==> src/rtl/atm_hdr_pkg.sv <==
package atm_hdr_pkg;
   localparam int HDR_BYTES = 5;
   localparam int VPI_W     = 12;
   localparam int VCI_W     = 16;

   typedef enum logic [1:0] {
      RT_DROP = 2'd0,
      RT_FAB  = 2'd1,
      RT_CTL  = 2'd2
   } route_e;

   typedef enum logic [1:0] {
      ST_HDR  = 2'd0,
      ST_DEC  = 2'd1,
      ST_EMIT = 2'd2,
      ST_PAY  = 2'd3
   } phase_e;

   typedef struct packed {
      logic [3:0]       gfc;
      logic [VPI_W-1:0] vpi;
      logic [VCI_W-1:0] vci;
      logic [2:0]       pt;
      logic             clp;
   } cell_hdr_t;
endpackage

==> src/rtl/atm_hec_check.sv <==
module atm_hec_check #(
   parameter int         DATA_BYTES = 4,
   parameter logic [7:0] POLY       = 8'h07,
   parameter logic [7:0] COSET      = 8'h55
) (
   input  logic [8*DATA_BYTES-1:0] hdr_bytes,
   input  logic [7:0]              rx_hec,
   output logic [7:0]              exp_hec,
   output logic                    hec_ok
);
   localparam int NBITS = 8 * DATA_BYTES;

   logic [7:0] crc;
   logic       fb;

   always_comb begin
      crc = '0;
      fb  = 1'b0;
      for (int i = NBITS - 1; i >= 0; i--) begin
         fb  = crc[7] ^ hdr_bytes[i];
         crc = {crc[6:0], 1'b0};
         if (fb) crc = crc ^ POLY;
      end
      exp_hec = crc ^ COSET;
   end

   assign hec_ok = (exp_hec == rx_hec);
endmodule

==> src/rtl/atm_field_dec.sv <==
module atm_field_dec
   import atm_hdr_pkg::*;
#(
   parameter bit NNI = 1'b0
) (
   input  logic [31:0] hdr_bytes,
   output cell_hdr_t   fields
);
   logic [3:0]       gfc_w;
   logic [VPI_W-1:0] vpi_w;

   generate
      if (NNI) begin : g_nni
         assign gfc_w = 4'd0;
         assign vpi_w = hdr_bytes[31:20];
      end else begin : g_uni
         assign gfc_w = hdr_bytes[31:28];
         assign vpi_w = {4'd0, hdr_bytes[27:20]};
      end
   endgenerate

   always_comb begin
      fields.gfc = gfc_w;
      fields.vpi = vpi_w;
      fields.vci = hdr_bytes[19:4];
      fields.pt  = hdr_bytes[3:1];
      fields.clp = hdr_bytes[0];
   end
endmodule

==> src/rtl/atm_vc_table.sv <==
module atm_vc_table
   import atm_hdr_pkg::*;
#(
   parameter int ENTRIES = 8,
   parameter int TAG_W   = 8,
   parameter int IDX_W   = $clog2(ENTRIES)
) (
   input  logic             clk,
   input  logic             rst_n,
   input  logic             wr_en,
   input  logic [IDX_W-1:0] wr_idx,
   input  logic             wr_vld,
   input  logic [VPI_W-1:0] wr_vpi,
   input  logic [VCI_W-1:0] wr_vci,
   input  logic [TAG_W-1:0] wr_tag,
   input  logic [VPI_W-1:0] look_vpi,
   input  logic [VCI_W-1:0] look_vci,
   output logic             hit,
   output logic [TAG_W-1:0] hit_tag
);
   logic             vld_q [ENTRIES];
   logic [VPI_W-1:0] vpi_q [ENTRIES];
   logic [VCI_W-1:0] vci_q [ENTRIES];
   logic [TAG_W-1:0] tag_q [ENTRIES];
   logic [ENTRIES-1:0] match;

   generate
      for (genvar e = 0; e < ENTRIES; e++) begin : g_ent
         always_ff @(posedge clk or negedge rst_n) begin
            if (!rst_n) begin
               vld_q[e] <= 1'b0;
               vpi_q[e] <= '0;
               vci_q[e] <= '0;
               tag_q[e] <= '0;
            end else if (wr_en && (wr_idx == IDX_W'(e))) begin
               vld_q[e] <= wr_vld;
               vpi_q[e] <= wr_vpi;
               vci_q[e] <= wr_vci;
               tag_q[e] <= wr_tag;
            end
         end
         assign match[e] = vld_q[e] && (vpi_q[e] == look_vpi) && (vci_q[e] == look_vci);
      end
   endgenerate

   always_comb begin
      hit     = 1'b0;
      hit_tag = '0;
      for (int i = ENTRIES - 1; i >= 0; i--) begin
         if (match[i]) begin
            hit     = 1'b1;
            hit_tag = tag_q[i];
         end
      end
   end

   // a write lands in the addressed entry on the next cycle
   p_wr_lands_r10: assert property (@(posedge clk) disable iff (!rst_n)
      wr_en |=> (vld_q[$past(wr_idx)] == $past(wr_vld)) && (tag_q[$past(wr_idx)] == $past(wr_tag)))
      else $error("p_wr_lands_r10");
endmodule

==> src/rtl/atm_cell_hdr_proc.sv <==
module atm_cell_hdr_proc
   import atm_hdr_pkg::*;
#(
   parameter bit NNI          = 1'b0,
   parameter int ENTRIES      = 8,
   parameter int TAG_W        = 8,
   parameter int PAY_BYTES    = 48,
   parameter int CTRL_VCI_MAX = 31,
   parameter int MISS_W       = 16
) (
   input  logic                       clk,
   input  logic                       rst_n,
   input  logic                       in_valid,
   output logic                       in_ready,
   input  logic [7:0]                 in_data,
   output logic                       fab_valid,
   input  logic                       fab_ready,
   output logic [7:0]                 fab_data,
   output logic                       ctl_valid,
   input  logic                       ctl_ready,
   output logic [7:0]                 ctl_data,
   input  logic                       tbl_we,
   input  logic [$clog2(ENTRIES)-1:0] tbl_idx,
   input  logic                       tbl_vld,
   input  logic [11:0]                tbl_vpi,
   input  logic [15:0]                tbl_vci,
   input  logic [TAG_W-1:0]           tbl_tag,
   output logic [MISS_W-1:0]          miss_count
);
   localparam int         IDX_W     = $clog2(ENTRIES);
   localparam int         PCNT_W    = $clog2(PAY_BYTES);
   localparam logic [2:0] HDR_LAST  = 3'(HDR_BYTES - 1);
   localparam logic [2:0] EMIT_LAST = 3'(HDR_BYTES);
   localparam logic [PCNT_W-1:0] PAY_LAST = PCNT_W'(PAY_BYTES - 1);
   localparam logic [VCI_W-1:0]  CTRL_MAX = VCI_W'(CTRL_VCI_MAX);

   generate
      if (TAG_W < 1 || TAG_W > 8) begin : g_bad_tag
         $error("TAG_W must fit in one byte");
      end
      if (ENTRIES < 2) begin : g_bad_ent
         $error("ENTRIES must be at least 2");
      end
      if (PAY_BYTES < 2) begin : g_bad_pay
         $error("PAY_BYTES must be at least 2");
      end
      if (MISS_W < 1) begin : g_bad_miss
         $error("MISS_W must be positive");
      end
   endgenerate

   phase_e            phase_q;
   route_e            route_q, route_d;
   logic [7:0]        hdr_q [HDR_BYTES];
   logic [2:0]        hcnt_q;
   logic [2:0]        ecnt_q;
   logic [PCNT_W-1:0] pcnt_q;
   logic [7:0]        tag_q;
   logic [MISS_W-1:0] miss_q;
   logic              miss_d;

   logic [31:0]       hdr_word;
   logic [7:0]        exp_hec;
   logic              hec_ok;
   cell_hdr_t         fields;
   logic              is_ctl;
   logic              hit;
   logic [TAG_W-1:0]  hit_tag;
   logic              sel_ready;
   logic [7:0]        out_byte;

   assign hdr_word = {hdr_q[0], hdr_q[1], hdr_q[2], hdr_q[3]};

   atm_hec_check #(.DATA_BYTES(4), .POLY(8'h07), .COSET(8'h55)) u_hec (
      .hdr_bytes (hdr_word),
      .rx_hec    (hdr_q[4]),
      .exp_hec   (exp_hec),
      .hec_ok    (hec_ok)
   );

   atm_field_dec #(.NNI(NNI)) u_dec (
      .hdr_bytes (hdr_word),
      .fields    (fields)
   );

   atm_vc_table #(.ENTRIES(ENTRIES), .TAG_W(TAG_W), .IDX_W(IDX_W)) u_tbl (
      .clk      (clk),
      .rst_n    (rst_n),
      .wr_en    (tbl_we),
      .wr_idx   (tbl_idx),
      .wr_vld   (tbl_vld),
      .wr_vpi   (tbl_vpi),
      .wr_vci   (tbl_vci),
      .wr_tag   (tbl_tag),
      .look_vpi (fields.vpi),
      .look_vci (fields.vci),
      .hit      (hit),
      .hit_tag  (hit_tag)
   );

   // decision on a completed header
   assign is_ctl = fields.pt[2] || (fields.vci <= CTRL_MAX);

   always_comb begin
      route_d = RT_DROP;
      miss_d  = 1'b0;
      if (hec_ok) begin
         if (is_ctl)   route_d = RT_CTL;
         else if (hit) route_d = RT_FAB;
         else          miss_d  = 1'b1;
      end
   end

   // output and input-side steering
   always_comb begin
      fab_valid = 1'b0;
      ctl_valid = 1'b0;
      in_ready  = 1'b0;
      out_byte  = 8'h00;
      sel_ready = (route_q == RT_FAB) ? fab_ready : ctl_ready;
      unique case (phase_q)
         ST_HDR:  in_ready = 1'b1;
         ST_DEC:  ;
         ST_EMIT: begin
            out_byte  = (ecnt_q == 3'd0) ? tag_q : hdr_q[ecnt_q - 3'd1];
            fab_valid = (route_q == RT_FAB);
            ctl_valid = (route_q == RT_CTL);
         end
         ST_PAY: begin
            out_byte = in_data;
            if (route_q == RT_DROP) begin
               in_ready = 1'b1;
            end else begin
               in_ready  = sel_ready;
               fab_valid = in_valid && (route_q == RT_FAB);
               ctl_valid = in_valid && (route_q == RT_CTL);
            end
         end
         default: ;
      endcase
   end

   assign fab_data   = out_byte;
   assign ctl_data   = out_byte;
   assign miss_count = miss_q;

   always_ff @(posedge clk or negedge rst_n) begin
      if (!rst_n) begin
         phase_q <= ST_HDR;
         route_q <= RT_DROP;
         hcnt_q  <= '0;
         ecnt_q  <= '0;
         pcnt_q  <= '0;
         tag_q   <= '0;
         miss_q  <= '0;
         for (int b = 0; b < HDR_BYTES; b++) hdr_q[b] <= '0;
      end else begin
         unique case (phase_q)
            ST_HDR: begin
               if (in_valid) begin
                  hdr_q[hcnt_q] <= in_data;
                  if (hcnt_q == HDR_LAST) begin
                     hcnt_q  <= '0;
                     phase_q <= ST_DEC;
                  end else begin
                     hcnt_q <= hcnt_q + 3'd1;
                  end
               end
            end
            ST_DEC: begin
               route_q <= route_d;
               tag_q   <= 8'(hit_tag);
               ecnt_q  <= (route_d == RT_FAB) ? 3'd0 : 3'd1;
               pcnt_q  <= '0;
               phase_q <= (route_d == RT_DROP) ? ST_PAY : ST_EMIT;
               if (miss_d && (miss_q != '1)) miss_q <= miss_q + 1'b1;
            end
            ST_EMIT: begin
               if (sel_ready) begin
                  if (ecnt_q == EMIT_LAST) phase_q <= ST_PAY;
                  else                     ecnt_q  <= ecnt_q + 3'd1;
               end
            end
            ST_PAY: begin
               if (in_valid && in_ready) begin
                  if (pcnt_q == PAY_LAST) phase_q <= ST_HDR;
                  else                    pcnt_q  <= pcnt_q + 1'b1;
               end
            end
            default: phase_q <= ST_HDR;
         endcase
      end
   end

   // a stalled byte stays put
   p_hold_fab_r9: assert property (@(posedge clk) disable iff (!rst_n)
      (fab_valid && !fab_ready) |=> (fab_valid && $stable(fab_data)))
      else $error("p_hold_fab_r9");
   p_hold_ctl_r9: assert property (@(posedge clk) disable iff (!rst_n)
      (ctl_valid && !ctl_ready) |=> (ctl_valid && $stable(ctl_data)))
      else $error("p_hold_ctl_r9");

   // the two output ports never both offer a byte
   p_one_port_r4: assert property (@(posedge clk) disable iff (!rst_n)
      !(fab_valid && ctl_valid))
      else $error("p_one_port_r4");

   // a failed checksum yields silence on both ports
   p_bad_hec_r2: assert property (@(posedge clk) disable iff (!rst_n)
      (phase_q == ST_DEC && !hec_ok) |=> (!fab_valid && !ctl_valid))
      else $error("p_bad_hec_r2");

   // the miss counter moves by at most one per cycle
   p_miss_step_r7: assert property (@(posedge clk) disable iff (!rst_n)
      1'b1 |=> ((miss_q - $past(miss_q)) <= MISS_W'(1)))
      else $error("p_miss_step_r7");

   // nothing leaves while a header is still arriving
   p_no_early_r8: assert property (@(posedge clk) disable iff (!rst_n)
      (phase_q == ST_HDR) |-> (!fab_valid && !ctl_valid))
      else $error("p_no_early_r8");
endmodule

==> config.mk <==
export PLATFORM = sky130hd
export DESIGN_NAME = atm_cell_hdr_proc
export DESIGN_NICKNAME = d
export VERILOG_FILES = /design/src/rtl/atm_hdr_pkg.sv /design/src/rtl/atm_hec_check.sv /design/src/rtl/atm_field_dec.sv /design/src/rtl/atm_vc_table.sv /design/src/rtl/atm_cell_hdr_proc.sv
export SDC_FILE = /design/constraint.sdc
export NUM_CORES = 1
export LEC_CHECK = 0
export CORE_MARGIN = 1.5
export CORE_UTILIZATION = 58
export CTS_CLUSTER_DIAMETER = 50
export DETAILED_ROUTE_END_ITERATION = 8
export DONT_BUFFER_PORTS = 1
export GPL_TIMING_DRIVEN = 0
export PLACE_DENSITY = 0.87
export RECOVER_POWER = 50
export SYNTH_ARGS = -nofsm -noshare
export SYNTH_HDL_FRONTEND = slang
export SYNTH_SLANG_ARGS = --single-unit
==> constraint.sdc <==
create_clock -name clk -period 2.83 [get_ports clk]
set_input_delay 0.1415 -clock clk [delete_from_list [all_inputs] [get_ports clk]]
set_output_delay 0.1415 -clock clk [all_outputs]
set_load 0.05 [all_outputs]
---- After elaboration in Yosys (flattened, before gate mapping) ----
Cells that the tools add are included.
storage, ports and cells
  flip-flop bits (word level) ............. 376
  input bits .............................. 54
  output and inout bits ................... 35
  word-level logic and storage cells ...... 287
operators by class
  $add $sub $neg .......................... 5
  $lt $le $gt $ge ......................... 4
  eq/ne operators ......................... 42
  multiplexer cells ....................... 85
  bitwise gates (word level) .............. 65
  reductions and logical operators ........ 42
operators with widths
  operator                                                                 number
  16-bit == test                                                           8
  3-bit two-way mux                                                        35
  12-bit by 8-bit == test with 1-bit output                                8
  8-bit two-way mux                                                        12
  3-bit inverter                                                           31
  40-bit bitwise mux                                                       1
  1-bit logical AND                                                        29
  1-bit XOR                                                                26
  8-bit binary-select mux with 3-bit select                                1
  8-bit demux with 3-bit select                                            1
  3-bit == test (second input constant)                                    6
  1-bit two-way mux                                                        18
  16-bit by 1-bit adder with 16-bit output (second input constant)         1
  16-bit by 5-bit <= comparator with 1-bit output (second input constant)  1
  2-bit two-way mux                                                        8
  16-bit inequality test (second input constant)                           1
  2-bit inequality test (second input constant)                            8
  8-bit case mux with 2 select lines                                       1
  6-bit two-way mux                                                        2
  6-bit case mux with 2 select lines                                       1
  8-bit == test                                                            1
  4-bit greater-or-equal comparator (second input constant)                2
  3-bit inverter with 4-bit output                                         2
  2-bit case mux with 4 select lines                                       1
  20 further kinds                                                         38

---- Longest topological paths before layout ----
  depth in word-level cells ............... 69
  gate-level depth with buffers ........... 12
  depth with buffers taken out ............ 10

---- By module ----
A second synthesis with hierarchy kept.
unflattened totals
  cells, all modules ...................... 1,548
  area total of the unflattened synthesis .. 19,860.3 um^2
modules (own cells, without submodules)
  module             times used  cells each  area an instance (um^2)  sequential area each (um^2)
  atm_vc_table       1           1,066       14,223.6                 7,407.1
  atm_cell_hdr_proc  1           353         4,226.6                  2,001.9
  atm_hec_check      1           92          1,136.1                  0.0
  atm_field_dec      1           37          274.0                    0.0

---- Least setup slack after synthesis ----
Ideal clock, no wire load.
  kind .................................... register to output
  from .................................... register ecnt_q[0]
  to ...................................... output fab_data[2]
  arrival ................................. 2.956 ns
  required time ........................... 2.689 ns
  path slack .............................. -0.268 ns
  stages on the path, launching flop included .. 10
  buffers on the path ..................... 3
  cell sequence ........................... dfrtp_1 -> clkbuf_1 -> inv_1 -> ha_1 -> clkbuf_1 -> mux4_2 -> a21oi_1 -> o21ai_0 -> a22o_1 -> buf_4
between the ends
  cells in the longest elaborated chain, start to end .. 7
  elaborated cells on any way between the ends .. 8
  those cells by class .................... add/sub: 1; mux: 5; bitwise: 1; reduce/logical: 1
ends and longest elaborated chain
  item                                                    RTL line                  RTL
  from (decl)                                             atm_cell_hdr_proc.sv:56   logic [2:0] ecnt_q;
  from (signal assigned)                                  atm_cell_hdr_proc.sv:173  ecnt_q <= (route_d == RT_FAB) ? 3'd0 : 3'd1;
  from (signal assigned)                                  atm_cell_hdr_proc.sv:181  else ecnt_q <= ecnt_q + 3'd1;
  3-bit by 1-bit subtractor with 3-bit output             atm_cell_hdr_proc.sv:125  out_byte = (ecnt_q == 3'd0) ? tag_q : hdr_q[ecnt_q - 3'd1];
  3-bit inverter with 4-bit output (not written as such)  atm_cell_hdr_proc.sv:125
  8-bit binary-select mux with 3-bit select               atm_cell_hdr_proc.sv:125
  8-bit two-way mux (not written as such) (2 in series)   atm_cell_hdr_proc.sv:125
  8-bit two-way mux *                                     atm_cell_hdr_proc.sv:125
  8-bit case mux with 2 select lines *                    atm_cell_hdr_proc.sv:121  unique case (phase_q)
  to (decl)                                               atm_cell_hdr_proc.sv:18   output logic [7:0] fab_data,
Mark *: on every way between the ends. The rest lies on a longest branch, timed or not. The select of a mux whose other input is x is not followed.

---- Worst setup path in the final report ----
  from .................................... register hdr_q[26] (netlist bit)
  to ...................................... register miss_q[5], in the netlist miss_count[5]
between the ends
  cells in the longest elaborated chain, start to end .. 23
  elaborated cells on any way between the ends .. 70
  those cells by class .................... order compare: 1; eq/ne: 9; mux: 26; bitwise: 23; reduce/logical: 11
ends and longest elaborated chain
  item                               RTL line                  RTL
  from (decl)                        atm_cell_hdr_proc.sv:54   logic [7:0] hdr_q [HDR_BYTES];
  from (signal, indexed assignment)  atm_cell_hdr_proc.sv:161  hdr_q[hcnt_q] <= in_data;
  1-bit XOR                          atm_hec_check.sv:20       fb = crc[7] ^ hdr_bytes[i];
  3-bit two-way mux                  atm_hec_check.sv:22       if (fb) crc = crc ^ POLY;
  3-bit inverter (no line)           -
  3-bit two-way mux                  atm_hec_check.sv:22
  3-bit inverter (no line)           -
  3-bit two-way mux                  atm_hec_check.sv:22
  1-bit XOR                          atm_hec_check.sv:20
  3-bit two-way mux                  atm_hec_check.sv:22
  [... 7 more ...]                   -
  3-bit two-way mux                  atm_hec_check.sv:22
  3-bit inverter (no line)           -
  3-bit two-way mux                  atm_hec_check.sv:22
  4-bit inverter (no line)           -
  8-bit == test                      atm_hec_check.sv:27       assign hec_ok = (exp_hec == rx_hec);
  1-bit two-way mux *                atm_cell_hdr_proc.sv:107  if (hec_ok) begin
  1-bit logical AND *                atm_cell_hdr_proc.sv:176  if (miss_d && (miss_q != '1)) miss_q <= miss_q + 1'b1;
  2-bit AND reduction (no line) *    -
  to (signal assigned)               atm_cell_hdr_proc.sv:176
  to (decl)                          atm_cell_hdr_proc.sv:59   logic [MISS_W-1:0] miss_q;
Mark *: on every way between the ends. The rest lies on a longest branch, timed or not.
A chain may end at the register's enable or synchronous reset.

==> run metrics <==
Buf/Inv on CP 2; final hold violation count 376; CTS tree done; hold slack final -0.720 ns; Row Count 66; clk_lat worst skew 0.56 ns; crit path kind flip-flop to flip-flop; EDFF count, synth 0; crit path max fanout 5; area grow syn2layout 22.9%; commonest non-fill, non-tap cell in the layout dfrtp_1; top cell type by total area after synthesis dfrtp_1; dpl hpwl 35000 µm; total die area 0.0339 mm²; CTS Hold Buffers Added 46; DR vias/cell 7.18; Period minus WS final 3.52 ns; Yosys cell types 56; Final Slew Violations 185; Placed Cells 1951; Achievable Freq 0.284 GHz; Non-Filler Instances 2152; Mapped Cells 1506; max-cap violation count 0; CTS Buffer Depth 3; drt first pass iters 8; Top Ports 89; top post-synthesis cells by area dfrtp_1 (49%), mux2_2 (20%), xor2_1 (6.7%); CP arrival 3.93 ns; crit-path cells xor3_2, buf_4, xnor3_2, xnor2_4, xnor3_1, nor3_4, nand4bb_1, a211oi_4, buf_6, nand4_1, xnor2_1; IO buf count 0; Core Footprint 0.0325 mm²; sequential share of the synthesized area 49.4%; total number of vias 15500; most frequent cells in the layout dfrtp_1 (364), mux2_2 (336), xor2_1 (138); Fin Clk Skew 0.0315 ns; RSZ-0062 raised after global routing true; CP max stage delay 0.46 ns; clock transition at the registers of the reported paths 0.08 ns; first-pass GRT wire length 89400 µm; final instance area 0.0234 mm²; DIE WIDTH 184 µm; First DRT Iteration DRCs 2328; H-tree depth 2; share of cells above drive strength 1 40.6%; chip height 184 µm; critical path startpoint category flip-flop; Slew Limit Headroom -22.4%; final core utilization 72.2%; outcome complete, but fails checks; placed inst area 0.0197 mm²; Synth Net Count 1572; post-DR wirelength/cell 32.8 µm; Avg Cell Area, Syn 12.6 µm²; synthesized area 0.0191 mm²; total track usage 35.7%; vias in the first global route 14700; DRC 0; Final WS setup -0.692 ns; slowest CP cell xor3_2; Worst EP required 3.23 ns; Top delay family on crit path XOR/XNOR gates; largest net degree at the start of global routing 377; GP Congestion 0.923; post-synthesis async set-or-reset flop share 100%; Worst Hold Class primary input to asynchronous set/reset pin; DRT antenna net count 0; Tightest Pin Transition 1.84 ns; initial antenna violation count 11; Synthesis Warnings 0; top cell type's share of synthesized area 49.4%; Root Buffer clkbuf_16; commonest register cell after synthesis dfrtp_1; CTS Buf Count 40; total global routing overflow 0; DRT Wirelength 70600 µm; failing checks negative hold slack, max-slew violations, negative setup slack; final worst path period share 124%; Final Setup Violations 33; count of state elements after synthesis 376; crit path capture type flip-flop; Clock Sinks 376; initial cell density of the core 58.7%; Final nets 1737
## routing by layer
metal	track usage (%)	vias up	wire length, µm
li1	-	5702	-
met1	44.5	7534	23200
met2	54.9	1566	30800
met3	9.46	653	9480
met4	24.3	4	7070
met5	0	-	23
## cells in the mapped netlist (3+ instances only)
library cell and n:
dfrtp_1 376, mux2_2 337, xor2_1 146, xnor2_1 113, nand2_1 69, nor4_1 57, clkbuf_1 52, nor2_1 39
nand4_1 28, o21ai_0 28, a21oi_1 25, and3_1 21, xnor3_1 17, buf_1 15, nand3_1 15, inv_1 13
buf_2 12, ha_1 12, a22o_1 9, buf_4 9, a31o_2 8, mux4_2 8, o31ai_1 8, nand3b_1 7
a311oi_1 6, nor3_1 6, nor3b_1 6, o221ai_1 6, a31oi_1 4, and4_1 4, mux2i_1 4, nand4b_1 4
nor2b_1 4, or3_1 4, xor3_1 4, nand2b_1 3
## final cells by class
cell class	count	area, µm²
Timing Repair Buffer	129	1210
Sequential cell	376	9420
Buffer	83	668
Antenna cell	10	25.0
Clock buffer	53	1130
Multi-Input combinational cell	1028	10100
Inverter	13	60.1
Clock inverter	18	215
Fill cell	1660	9030
Tap cell	442	553
## timing repair
item	4_1_cts	5_1_grt
hold endpoints to repair	715	376
pin swaps	37	59
buffers inserted	29	51
resized for setup	174	192
cloned	1	1
endpoints found under the setup margin	45	39
## flip-flops by register name, summed over array words and instances, names as in the netlist
signal       flops
u_tbl.vld_q      8
hdr_q           40
route_q          2
pcnt_q           6
u_tbl.vpi_q     96
ecnt_q           3
hcnt_q           3
u_tbl.vci_q    128
tag_q            8
phase_q          2
u_tbl.tag_q     64
miss_count      16
## kinds of logic after synthesis
group,count (synthesis),share of synthesized area [%]
flops,376,49.4
mux,349,21.1
simple gates,277,7.82
buf+inv,102,2.31
xor+xnor,284,14.8
compound gates,106,3.78
fa+ha+maj,12,0.788
## path summary, 6_finish.rpt
kind                            slack [ns]  cells past startpoint                   startpoint                           to
max in group asynchronous             1.94                      0                        rst_n        hdr_q[23]$_DFFE_PN0P_
min in group clk                      0.20                      2                     in_valid         hdr_q[0]$_DFFE_PN0P_
worst max-delay path                 -0.69                     11        hdr_q[26]$_DFFE_PN0P_    miss_count[5]$_DFFE_PN0P_
worst max register to register       -0.69                     11        hdr_q[26]$_DFFE_PN0P_    miss_count[5]$_DFFE_PN0P_
worst min register to register        0.51                      1  u_tbl.vpi_q[70]$_DFFE_PN0P_  u_tbl.vpi_q[70]$_DFFE_PN0P_
worst min-delay path                 -0.72                      0                        rst_n         hdr_q[3]$_DFFE_PN0P_
## stage by stage
stage	setup WS, ns	hold WS, ns	setup TNS, ns
detailed placement	-1.61	-0.147	-46.59
CTS	-0.350	-0.705	-5.62
finish	-0.692	-0.720	-14.16
floorplan	-0.115	-0.154	-0.629
global route	-0.746	-0.723	-16.15
global placement	-1.98	-0.143	-56.89
Power is not shown: default switching activity piles up to over one toggle a cycle in this logic, so the estimate is an artifact.
